<file path="src/rtl/bwd_pkg.sv">
package bwd_pkg;
  localparam int ADDR_W    = 32;
  localparam int NUM_WIN   = 2;
  localparam int REG_BYTES = ADDR_W / 8;
  localparam int OFF_CMD   = 'h00;
  localparam int OFF_BRG   = 'h01;
  localparam int OFF_WIN   = 'h10;
  localparam int WIN_STRIDE = 2 * REG_BYTES;

  // reset value of each window start register
  localparam logic [NUM_WIN-1:0][ADDR_W-1:0] BASE_RST = {32'hFFFF_F000, 32'h0000_0000};

  typedef struct packed {
    logic                                 cmdWr;
    logic                                 brgWr;
    logic [NUM_WIN-1:0][REG_BYTES-1:0]    baseWr;
    logic [NUM_WIN-1:0][REG_BYTES-1:0]    limWr;
  } cfgWrStrb_t;

  typedef struct packed {
    logic                                 cmdRd;
    logic                                 brgRd;
    logic [NUM_WIN-1:0][REG_BYTES-1:0]    baseRd;
    logic [NUM_WIN-1:0][REG_BYTES-1:0]    limRd;
  } cfgRdSel_t;
endpackage

</file>
<file path="src/rtl/bwd_ctrl.sv">
module bwd_ctrl
  import bwd_pkg::*;
#(
  parameter int CFG_AW = 8
) (
  input  logic              clk,
  input  logic              rstN,
  input  logic              cfgWrEn,
  input  logic [CFG_AW-1:0] cfgAddr,
  output cfgWrStrb_t        wrStrb,
  output cfgRdSel_t         rdSel
);
  always_comb begin
    rdSel = '0;
    rdSel.cmdRd = (cfgAddr == CFG_AW'(OFF_CMD));
    rdSel.brgRd = (cfgAddr == CFG_AW'(OFF_BRG));
    for (int w = 0; w < NUM_WIN; w++) begin
      for (int b = 0; b < REG_BYTES; b++) begin
        rdSel.baseRd[w][b] = (cfgAddr == CFG_AW'(OFF_WIN + w * WIN_STRIDE + b));
        rdSel.limRd[w][b]  = (cfgAddr == CFG_AW'(OFF_WIN + w * WIN_STRIDE + REG_BYTES + b));
      end
    end
  end

  always_comb begin
    wrStrb = cfgWrEn ? cfgWrStrb_t'(rdSel) : '0;
  end

  // at most one register byte selected per write
  p_one_byte_r2: assert property (@(posedge clk) disable iff (!rstN)
    $onehot0(wrStrb));
endmodule

</file>
<file path="src/rtl/bwd_window.sv">
module bwd_window
  import bwd_pkg::*;
(
  input  logic [ADDR_W-1:0] addr,
  input  logic              isIo,
  input  logic              ioEn,
  input  logic [ADDR_W-1:0] startReg,
  input  logic [ADDR_W-1:0] endReg,
  output logic              hit
);
  logic [ADDR_W-1:0] loBound;
  logic [ADDR_W-1:0] hiBound;
  logic              upperOk;

  assign loBound = {startReg[ADDR_W-1:2], 2'b00};
  assign hiBound = {endReg[ADDR_W-1:2], 2'b11};
  // start bit 0 = full decode; else upper half must be zero
  assign upperOk = startReg[0] || (addr[ADDR_W-1:16] == '0);
  assign hit = isIo && ioEn && upperOk && (addr >= loBound) && (addr <= hiBound);
endmodule

</file>
<file path="src/rtl/bwd_datapath.sv">
module bwd_datapath
  import bwd_pkg::*;
(
  input  logic              clk,
  input  logic              rstN,
  input  cfgWrStrb_t        wrStrb,
  input  cfgRdSel_t         rdSel,
  input  logic [7:0]        cfgWrData,
  output logic [7:0]        cfgRdData,
  input  logic              cycValid,
  input  logic              cycIsIo,
  input  logic [ADDR_W-1:0] cycAddr,
  output logic              fwd
);
  logic                            ioEnQ;
  logic                            vgaQ;
  logic [NUM_WIN-1:0][ADDR_W-1:0]  startQ;
  logic [NUM_WIN-1:0][ADDR_W-1:0]  endQ;
  logic [NUM_WIN-1:0]              winHit;
  logic                            vgaMem;
  logic                            vgaIo;
  logic                            fwdQ;

  always_ff @(posedge clk) begin
    if (!rstN) begin
      ioEnQ  <= 1'b0;
      vgaQ   <= 1'b0;
      startQ <= BASE_RST;
      endQ   <= '0;
    end else begin
      if (wrStrb.cmdWr) ioEnQ <= cfgWrData[0];
      if (wrStrb.brgWr) vgaQ  <= cfgWrData[0];
      for (int w = 0; w < NUM_WIN; w++) begin
        for (int b = 0; b < REG_BYTES; b++) begin
          if (wrStrb.baseWr[w][b])
            startQ[w][8*b +: 8] <= (b == 0) ? {cfgWrData[7:2], 1'b0, cfgWrData[0]} : cfgWrData;
          if (wrStrb.limWr[w][b])
            endQ[w][8*b +: 8] <= (b == 0) ? {cfgWrData[7:2], 2'b00} : cfgWrData;
        end
      end
    end
  end

  always_comb begin
    cfgRdData = '0;
    if (rdSel.cmdRd) cfgRdData = {7'b0, ioEnQ};
    if (rdSel.brgRd) cfgRdData = {7'b0, vgaQ};
    for (int w = 0; w < NUM_WIN; w++) begin
      for (int b = 0; b < REG_BYTES; b++) begin
        if (rdSel.baseRd[w][b]) cfgRdData = startQ[w][8*b +: 8];
        if (rdSel.limRd[w][b])  cfgRdData = endQ[w][8*b +: 8];
      end
    end
  end

  for (genvar g = 0; g < NUM_WIN; g++) begin : g_win
    bwd_window u_win (
      .addr     (cycAddr),
      .isIo     (cycIsIo),
      .ioEn     (ioEnQ),
      .startReg (startQ[g]),
      .endReg   (endQ[g]),
      .hit      (winHit[g])
    );

    // an inverted window never matches
    p_empty_win_r7: assert property (@(posedge clk) disable iff (!rstN)
      winHit[g] |-> (startQ[g][ADDR_W-1:2] <= endQ[g][ADDR_W-1:2]));
    // 16-bit decode only matches low 64K
    p_mode16_r5: assert property (@(posedge clk) disable iff (!rstN)
      (winHit[g] && !startQ[g][0]) |-> (cycAddr[ADDR_W-1:16] == '0));
  end

  assign vgaMem = !cycIsIo && (cycAddr >= 32'h000A_0000) && (cycAddr <= 32'h000B_FFFF);
  assign vgaIo  = cycIsIo && (((cycAddr >= 32'h3B0) && (cycAddr <= 32'h3BB)) ||
                              ((cycAddr >= 32'h3C0) && (cycAddr <= 32'h3DF)));

  always_ff @(posedge clk) begin
    if (!rstN) fwdQ <= 1'b0;
    else       fwdQ <= cycValid && ((|winHit) || (vgaQ && (vgaMem || vgaIo)));
  end
  assign fwd = fwdQ;

  // windows silent while the I/O enable is off
  p_io_gate_r6: assert property (@(posedge clk) disable iff (!rstN)
    !ioEnQ |-> (winHit == '0));
  // memory cycles never hit a window
  p_mem_no_win_r10: assert property (@(posedge clk) disable iff (!rstN)
    !cycIsIo |-> (winHit == '0));
  // no strobe, no forward next cycle
  p_idle_low_r11: assert property (@(posedge clk) disable iff (!rstN)
    !cycValid |=> !fwd);
endmodule

</file>
<file path="src/rtl/io_win_decoder.sv">
module io_win_decoder
  import bwd_pkg::*;
#(
  parameter int CFG_AW = 8
) (
  input  logic              clk,
  input  logic              rstN,
  input  logic              cfgWrEn,
  input  logic [CFG_AW-1:0] cfgAddr,
  input  logic [7:0]        cfgWrData,
  output logic [7:0]        cfgRdData,
  input  logic              cycValid,
  input  logic              cycIsIo,
  input  logic [ADDR_W-1:0] cycAddr,
  output logic              fwd
);
  cfgWrStrb_t wrStrb;
  cfgRdSel_t  rdSel;

  bwd_ctrl #(.CFG_AW(CFG_AW)) u_ctrl (
    .clk     (clk),
    .rstN    (rstN),
    .cfgWrEn (cfgWrEn),
    .cfgAddr (cfgAddr),
    .wrStrb  (wrStrb),
    .rdSel   (rdSel)
  );

  bwd_datapath u_dp (
    .clk       (clk),
    .rstN      (rstN),
    .wrStrb    (wrStrb),
    .rdSel     (rdSel),
    .cfgWrData (cfgWrData),
    .cfgRdData (cfgRdData),
    .cycValid  (cycValid),
    .cycIsIo   (cycIsIo),
    .cycAddr   (cycAddr),
    .fwd       (fwd)
  );
endmodule

</file>
<file path="config.mk">
export PLATFORM = sky130hd
export DESIGN_NAME = io_win_decoder
export DESIGN_NICKNAME = d
export VERILOG_FILES = /design/src/rtl/bwd_pkg.sv /design/src/rtl/bwd_ctrl.sv /design/src/rtl/bwd_window.sv /design/src/rtl/bwd_datapath.sv /design/src/rtl/io_win_decoder.sv
export SDC_FILE = /design/constraint.sdc
export NUM_CORES = 1
export LEC_CHECK = 0
export BUFFER_PORTS_ARGS = -buffer_cell sky130_fd_sc_hd__buf_2
export CORE_ASPECT_RATIO = 1.4
export CORE_MARGIN = 2
export CORE_UTILIZATION = 56
export CTS_CLUSTER_SIZE = 14
export DETAILED_ROUTE_END_ITERATION = 10
export PLACE_DENSITY = 0.78
export SETUP_SLACK_MARGIN = 0.2
export SLEW_MARGIN = 20
export SYNTH_ARGS = -nofsm -noshare
export SYNTH_HDL_FRONTEND = slang
export SYNTH_SLANG_ARGS = --single-unit
</file>
<file path="constraint.sdc">
create_clock -name clk -period 3.4 [get_ports clk]
set_input_delay 1.02 -clock clk [delete_from_list [all_inputs] [get_ports clk]]
set_output_delay 1.02 -clock clk [all_outputs]
set_load 0.01 [all_outputs]
</file>
Word level (Yosys, flattened, before mapping)
Index checks and enable logic that the tools add are counted.
{"block": "word_totals", "elab_cells": 88, "reg_bits": 125}
{"block": "classes", "n_lt_le_gt_ge": 10, "eq_ne": 17, "muxes": 19, "n_reduce_logical": 23}
{"cell": "== test 8 x 5 -> 1 bit (second input constant)", "count": 16}
{"cell": "two-way mux 8 bit", "count": 16}
{"cell": ">= comparator 32 x 10 -> 1 bit (second input constant)", "count": 2}
{"cell": ">= comparator 32 bit", "count": 2}
{"cell": "less-or-equal comparator 32 x 10 -> 1 bit (second input constant)", "count": 2}
{"cell": "less-or-equal comparator 32 bit", "count": 2}
{"cell": ">= comparator 32 x 20 -> 1 bit (second input constant)", "count": 1}
{"cell": "less-or-equal comparator 32 x 20 -> 1 bit (second input constant)", "count": 1}
{"cell": "two-way mux 18 bit", "count": 1}
{"cell": "logical NOT 16 bit", "count": 1}
{"cell": "logical AND 1 bit", "count": 14}
{"cell": "== test 8 x 1 -> 1 bit (second input constant)", "count": 1}
{"cell": "logical NOT 8 bit", "count": 1}
{"cell": "logical OR 1 bit", "count": 5}
{"cell": "two-way mux 1 bit", "count": 2}
{"cell": "OR reduction 2 bit", "count": 1}
{"cell": "logical NOT 1 bit", "count": 1}

Depth between registers and ports, before layout
{"block": "depth", "depth_word": 19, "ltp_mapped": 9, "depth_no_buf": 9}

Hierarchy
A second synthesis with hierarchy kept.
{"block": "hier_totals", "cells_unflattened": 1150, "area_unflattened_um2": 9670.5}
{"module": "bwd_datapath", "instances": 1, "cells_each": 671, "seq_area_each_um2": 2502.4, "area_each_um2": 6233.5}
{"module": "bwd_window", "instances": 2, "cells_each": 211, "seq_area_each_um2": 0.0, "area_each_um2": 1546.5}
{"module": "bwd_ctrl", "instances": 1, "cells_each": 57, "seq_area_each_um2": 0.0, "area_each_um2": 344.1}

Worst setup path after synthesis
Ideal clock, no wire load.
{"block": "synth_path", "path_kind": "input port to output port", "start": "input port cfgAddr[5]", "end": "output port cfgRdData[2]", "path_buffers": 1, "cell_stages": 8, "arrival_ps": 2559, "path_slack_ps": -179, "cell_sequence": "or4b_1 > buf_4 > nor3_4 > nand2_2 > o22ai_1 > nand2_1 > a32oi_1 > a2bb2oi_2"}
{"block": "synth_between", "elab_chain_len": 17}
{"element": "start, declared", "line": "io_win_decoder.sv:9", "source": "input logic [CFG_AW-1:0] cfgAddr,"}
{"element": "== test 8 x 5 -> 1 bit", "line": "bwd_ctrl.sv:19", "source": "rdSel.baseRd[w][b] = (cfgAddr == CFG_AW'(OFF_WIN + w * WIN_STRIDE + b));"}
{"element": "two-way mux 8 bit", "line": "bwd_datapath.sv:50", "source": "if (rdSel.baseRd[w][b]) cfgRdData = startQ[w][8*b +: 8];"}
{"element": "two-way mux 8 bit", "line": "bwd_datapath.sv:51", "source": "if (rdSel.limRd[w][b]) cfgRdData = endQ[w][8*b +: 8];"}
{"element": "two-way mux 8 bit", "line": "bwd_datapath.sv:50"}
{"element": "two-way mux 8 bit", "line": "bwd_datapath.sv:51"}
{"element": "two-way mux 8 bit", "line": "bwd_datapath.sv:50"}
{"element": "two-way mux 8 bit", "line": "bwd_datapath.sv:51"}
{"element": "two-way mux 8 bit", "line": "bwd_datapath.sv:50"}
{"element": "two-way mux 8 bit", "line": "bwd_datapath.sv:51"}
{"element": "two-way mux 8 bit", "line": "bwd_datapath.sv:50"}
{"element": "two-way mux 8 bit", "line": "bwd_datapath.sv:51"}
{"element": "two-way mux 8 bit", "line": "bwd_datapath.sv:50"}
{"element": "two-way mux 8 bit", "line": "bwd_datapath.sv:51"}
{"element": "two-way mux 8 bit", "line": "bwd_datapath.sv:50"}
{"element": "two-way mux 8 bit", "line": "bwd_datapath.sv:51"}
{"element": "two-way mux 8 bit", "line": "bwd_datapath.sv:50"}
{"element": "two-way mux 8 bit (*)", "line": "bwd_datapath.sv:51"}
{"element": "end, declared", "line": "io_win_decoder.sv:11", "source": "output logic [7:0] cfgRdData,"}
Mark *: on every way between the ends. The rest lies on a longest branch, timed or not.

Final worst setup path
{"block": "layout_path", "start": "input port cfgAddr[5]", "end": "output port cfgRdData[5]"}
The elaborated chain is that of the path after synthesis.

==> results.txt <==
----------------------------------------------------
[Timing]
  Measured slew at the worst slew-check pin ... 0.6394 ns
  Min cycle time layout ... 3.980 ns
  Worst hold slack ... 0.4636 ns
  RSZ-0062 raised after global routing ... yes
  Slew Limit Headroom ... 56.93%
  Number of max-slew violations in the final report ... 0
  Worst path setup slack after routing ... -0.5802 ns
  Clock skew ... 0.01189 ns
  Final setup vio count ... 8
  Fmax achieved ... 0.2512 GHz
  Period utilization ... 117.1%
  Final Hold Violating Endpoints ... 0

[Critical path]
  Startpoint type of the worst setup path ... input port
  Data arrival time of the worst path ... 2.96 ns
  Largest fanout on the critical path ... 6
  Crit. End Element ... primary output
  Required time at the endpoint of the critical path ... 2.38 ns
  Critical path start-end classification ... input port to primary output

[Global routing]
  Overflow left after global routing ... 0
  First-pass GRT wire length ... 52690 um
  Overall fraction of global-route tracks in use ... 39.49%
  Maximum number of pins on one net before global-route repair ... 72
  Via count of the first global-routing pass ... 9266
  Number of antenna violations at the first check in global routing ... 0

[Synthesis]
  Synthesized Nets ... 1335
  Count of cell types in the netlist ... 67
  Most frequent cell after synthesis ... nand2_1
  Yosys top cell by area ... dfxtp_1
  Post-synthesis cell count ... 1162
  Main synth FF type ... dfxtp_1
  Syn avg cell area ... 7.914 um2
  Commonest cells post-synth ... nand2_1, inv_1, dfxtp_1
  Fraction of synthesis flops using an asynchronous set or reset pin ... 0%
  Count of state elements after synthesis ... 125
  Yosys synthesis warning count ... 0
  Sequential-to-total area share from yosys stat ... 27.21%
  Leading cell types by total area after synthesis ... dfxtp_1, ha_1, nand2_1
  EDFF count, synth ... 0
  Synth top area share ... 27.21%
  Total standard cell area after synthesis ... 0.009196 mm2

[Finish]
  Area growth from synthesis to final layout ... 23.39%
  Fin nets ... 1479
  Share of final-layout standard cells stronger than drive strength 1 ... 20.77%
  ANT cells ... 0

[Drt]
  Count of unresolved DRC violations after routing ... 0
  Ratio of routed vias to standard cells ... 6.402
  Detailed-router iteration count before antenna repair ... 6
  Number of DRC markers after the initial detailed-route iteration ... 901
  Final routed wirelength across all metal layers ... 34350 um
  DR WL/cell ... 22.63 um
  Vias after detailed routing ... 9718
  Number of nets with antenna violations after routing ... 0

[Die]
  Die area ... 0.01748 mm2
  Number of I/O pins ... 62
  Initial core utilization ... 57.11%
  Vertical die dimension ... 155.6 um
  Placeable core region ... 0.01610 mm2
  Num rows ... 55
  Die Width ... 112.3 um

[Outcome]
  Status ... finished, violations left
  Failing checks ... negative setup slack

[Power and ir drop]
  Reg power frac ... 38.9%
  Power per unit of standard cell area ... 333.1 mW/mm2
  LEAKAGE ... 0.004683 uW
  Proportion of power drawn by combinational gates ... 13.7%
  Power share of the clock group ... 47.5%
  Tot Pwr ... 3780 uW
  Internal ... 2725 uW
  Maximum vdd drop ... 0.3432 mV
  Sw frac ... 27.91%
  Psw ... 1055 uW

[Worst hold path]
  Type of the tightest min-delay check ... flop to flop

[Clock tree]
  Clock sink total ... 125
  Count of H-tree levels built during CTS ... 4
  CTS tree ... built
  Reg clk slew, reported paths ... 0.05 ns
  Maximum root-to-sink buffer count ... 2
  Clock latency of the later-clocked register in the worst-skew pair ... 0.43 ns
  CTS Root Buffer Type ... clkbuf_16
  Post-CTS Hold Fix Bufs ... 0
  Number of buffers inserted during clock tree synthesis ... 17

[Place]
  Total half-perimeter wirelength after legalization and detailed placement ... 25900 um
  Placer congestion estimate ... 1.052
  Number of buffers added on ports ... 61

[Job]
  Max capacitance violation total ... 0

----------------------------------------------------
-- area by class of cell --
cell class | count | area (um2)
multi-input combinational | 852 | 6226
sequential | 125 | 2502
clock buffer | 19 | 452.9
fill | 1305 | 4756
timing repair buffer | 183 | 1311
tap | 199 | 249.0
inverter | 127 | 476.7
clock inverter | 13 | 128.9
-- flip-flops by register name, summed over array words and instances, names as in the netlist --
signal       count
u_dp.endQ       60
u_dp.fwd         1
u_dp.ioEnQ       1
u_dp.startQ     62
u_dp.vgaQ        1
-- cells by family (layout without fill, tap and decap cells) --
logic type                 Yosys count  in the layout  share of synthesized area, %
DFF                                125            125                         27.21
and+or+nand+nor                    399            399                         21.43
buffers and inverters              185            342                         7.932
AOI/OAI and AO/OA                  279            279                         21.06
adders and majority gates          120            120                         16.33
muxes                               54             54                         6.041
-- per-stage QoR --
stage | TNS [ns] | setup WS [ns] | instance area [um2] | utilization [%] | std cells
floorplan | -0.3451 | -0.1636 | 9230 | - | 1162
global placement | -3.589 | -0.4874 | 10380 | 64.44 | 1474
detailed placement | -3.769 | -0.5168 | 10380 | 64.44 | 1474
CTS | -3.321 | -0.4787 | 11160 | 69.32 | 1512
global route | -4.268 | -0.6001 | 11350 | 70.47 | 1518
finish | -3.952 | -0.5802 | 11350 | 70.47 | 1518
-- worst max-delay path: stages --
cell and delay (ns):
buf_8 0.10, or4b_4 0.63, nor3_4 0.25, buf_4 0.15, o211a_1 0.14, o22ai_1 0.11, a221o_1 0.38, buf_2 0.16
-- layout by cell type (no fill, tap or decap), drive strengths merged, types with 7 or more instances in the layout --
master and instances:
a211o 7, a211oi 10, a21boi 59, a21o 8
a21oi 54, buf 183, clkbuf 19, dfxtp 125
ha 120, inv 133, mux2i 51, nand2 153
nand3 73, nand4 23, nor2 57, nor2b 52
nor3 17, nor4 8, o211ai 29, o21ai 39
-- metal layers --
| metal | vias up | GRT usage [%] | wire (um) |
|---|---|---|---|
| met4 | 0 | 24.10 | 2637 |
| met1 | 4549 | 47.54 | 13040 |
| met2 | 572 | 65.83 | 15730 |
| met5 | - | 0 | 0 |
| met3 | 159 | 6.449 | 2937 |
| li1 | 4438 | - | - |
-- power groups by stage --
stage	Sequential, uW	Combinational (uW)	Clock (uW)
final	1470	517	1790
after global routing	1470	556	1870
after CTS	1470	493	1800
after detailed placement	1500	476	0
after global placement	1500	468	0
after floorplan	1500	252	0
-- worst paths after layout --
path	startpoint	to	slack, ns	cells after the start
worst max-delay path	cfgAddr[5]	cfgRdData[5]	-0.58	8
worst min-delay path	u_dp.endQ[20]	u_dp.endQ[20]	0.46	2
worst max register to register	u_dp.startQ[25]	u_dp.fwd	0.76	11
worst min register to register	u_dp.endQ[20]	u_dp.endQ[20]	0.46	2
-- what timing repair did --
item / CTS / global route
gates resized for setup: 39 / 34
buffers inserted: 5 / 6
gates cloned: 1 / 0
pin swaps: 9 / 13
setup endpoints to repair: 8 / 8
No activity file was read; power rests on OpenSTA's default activity.
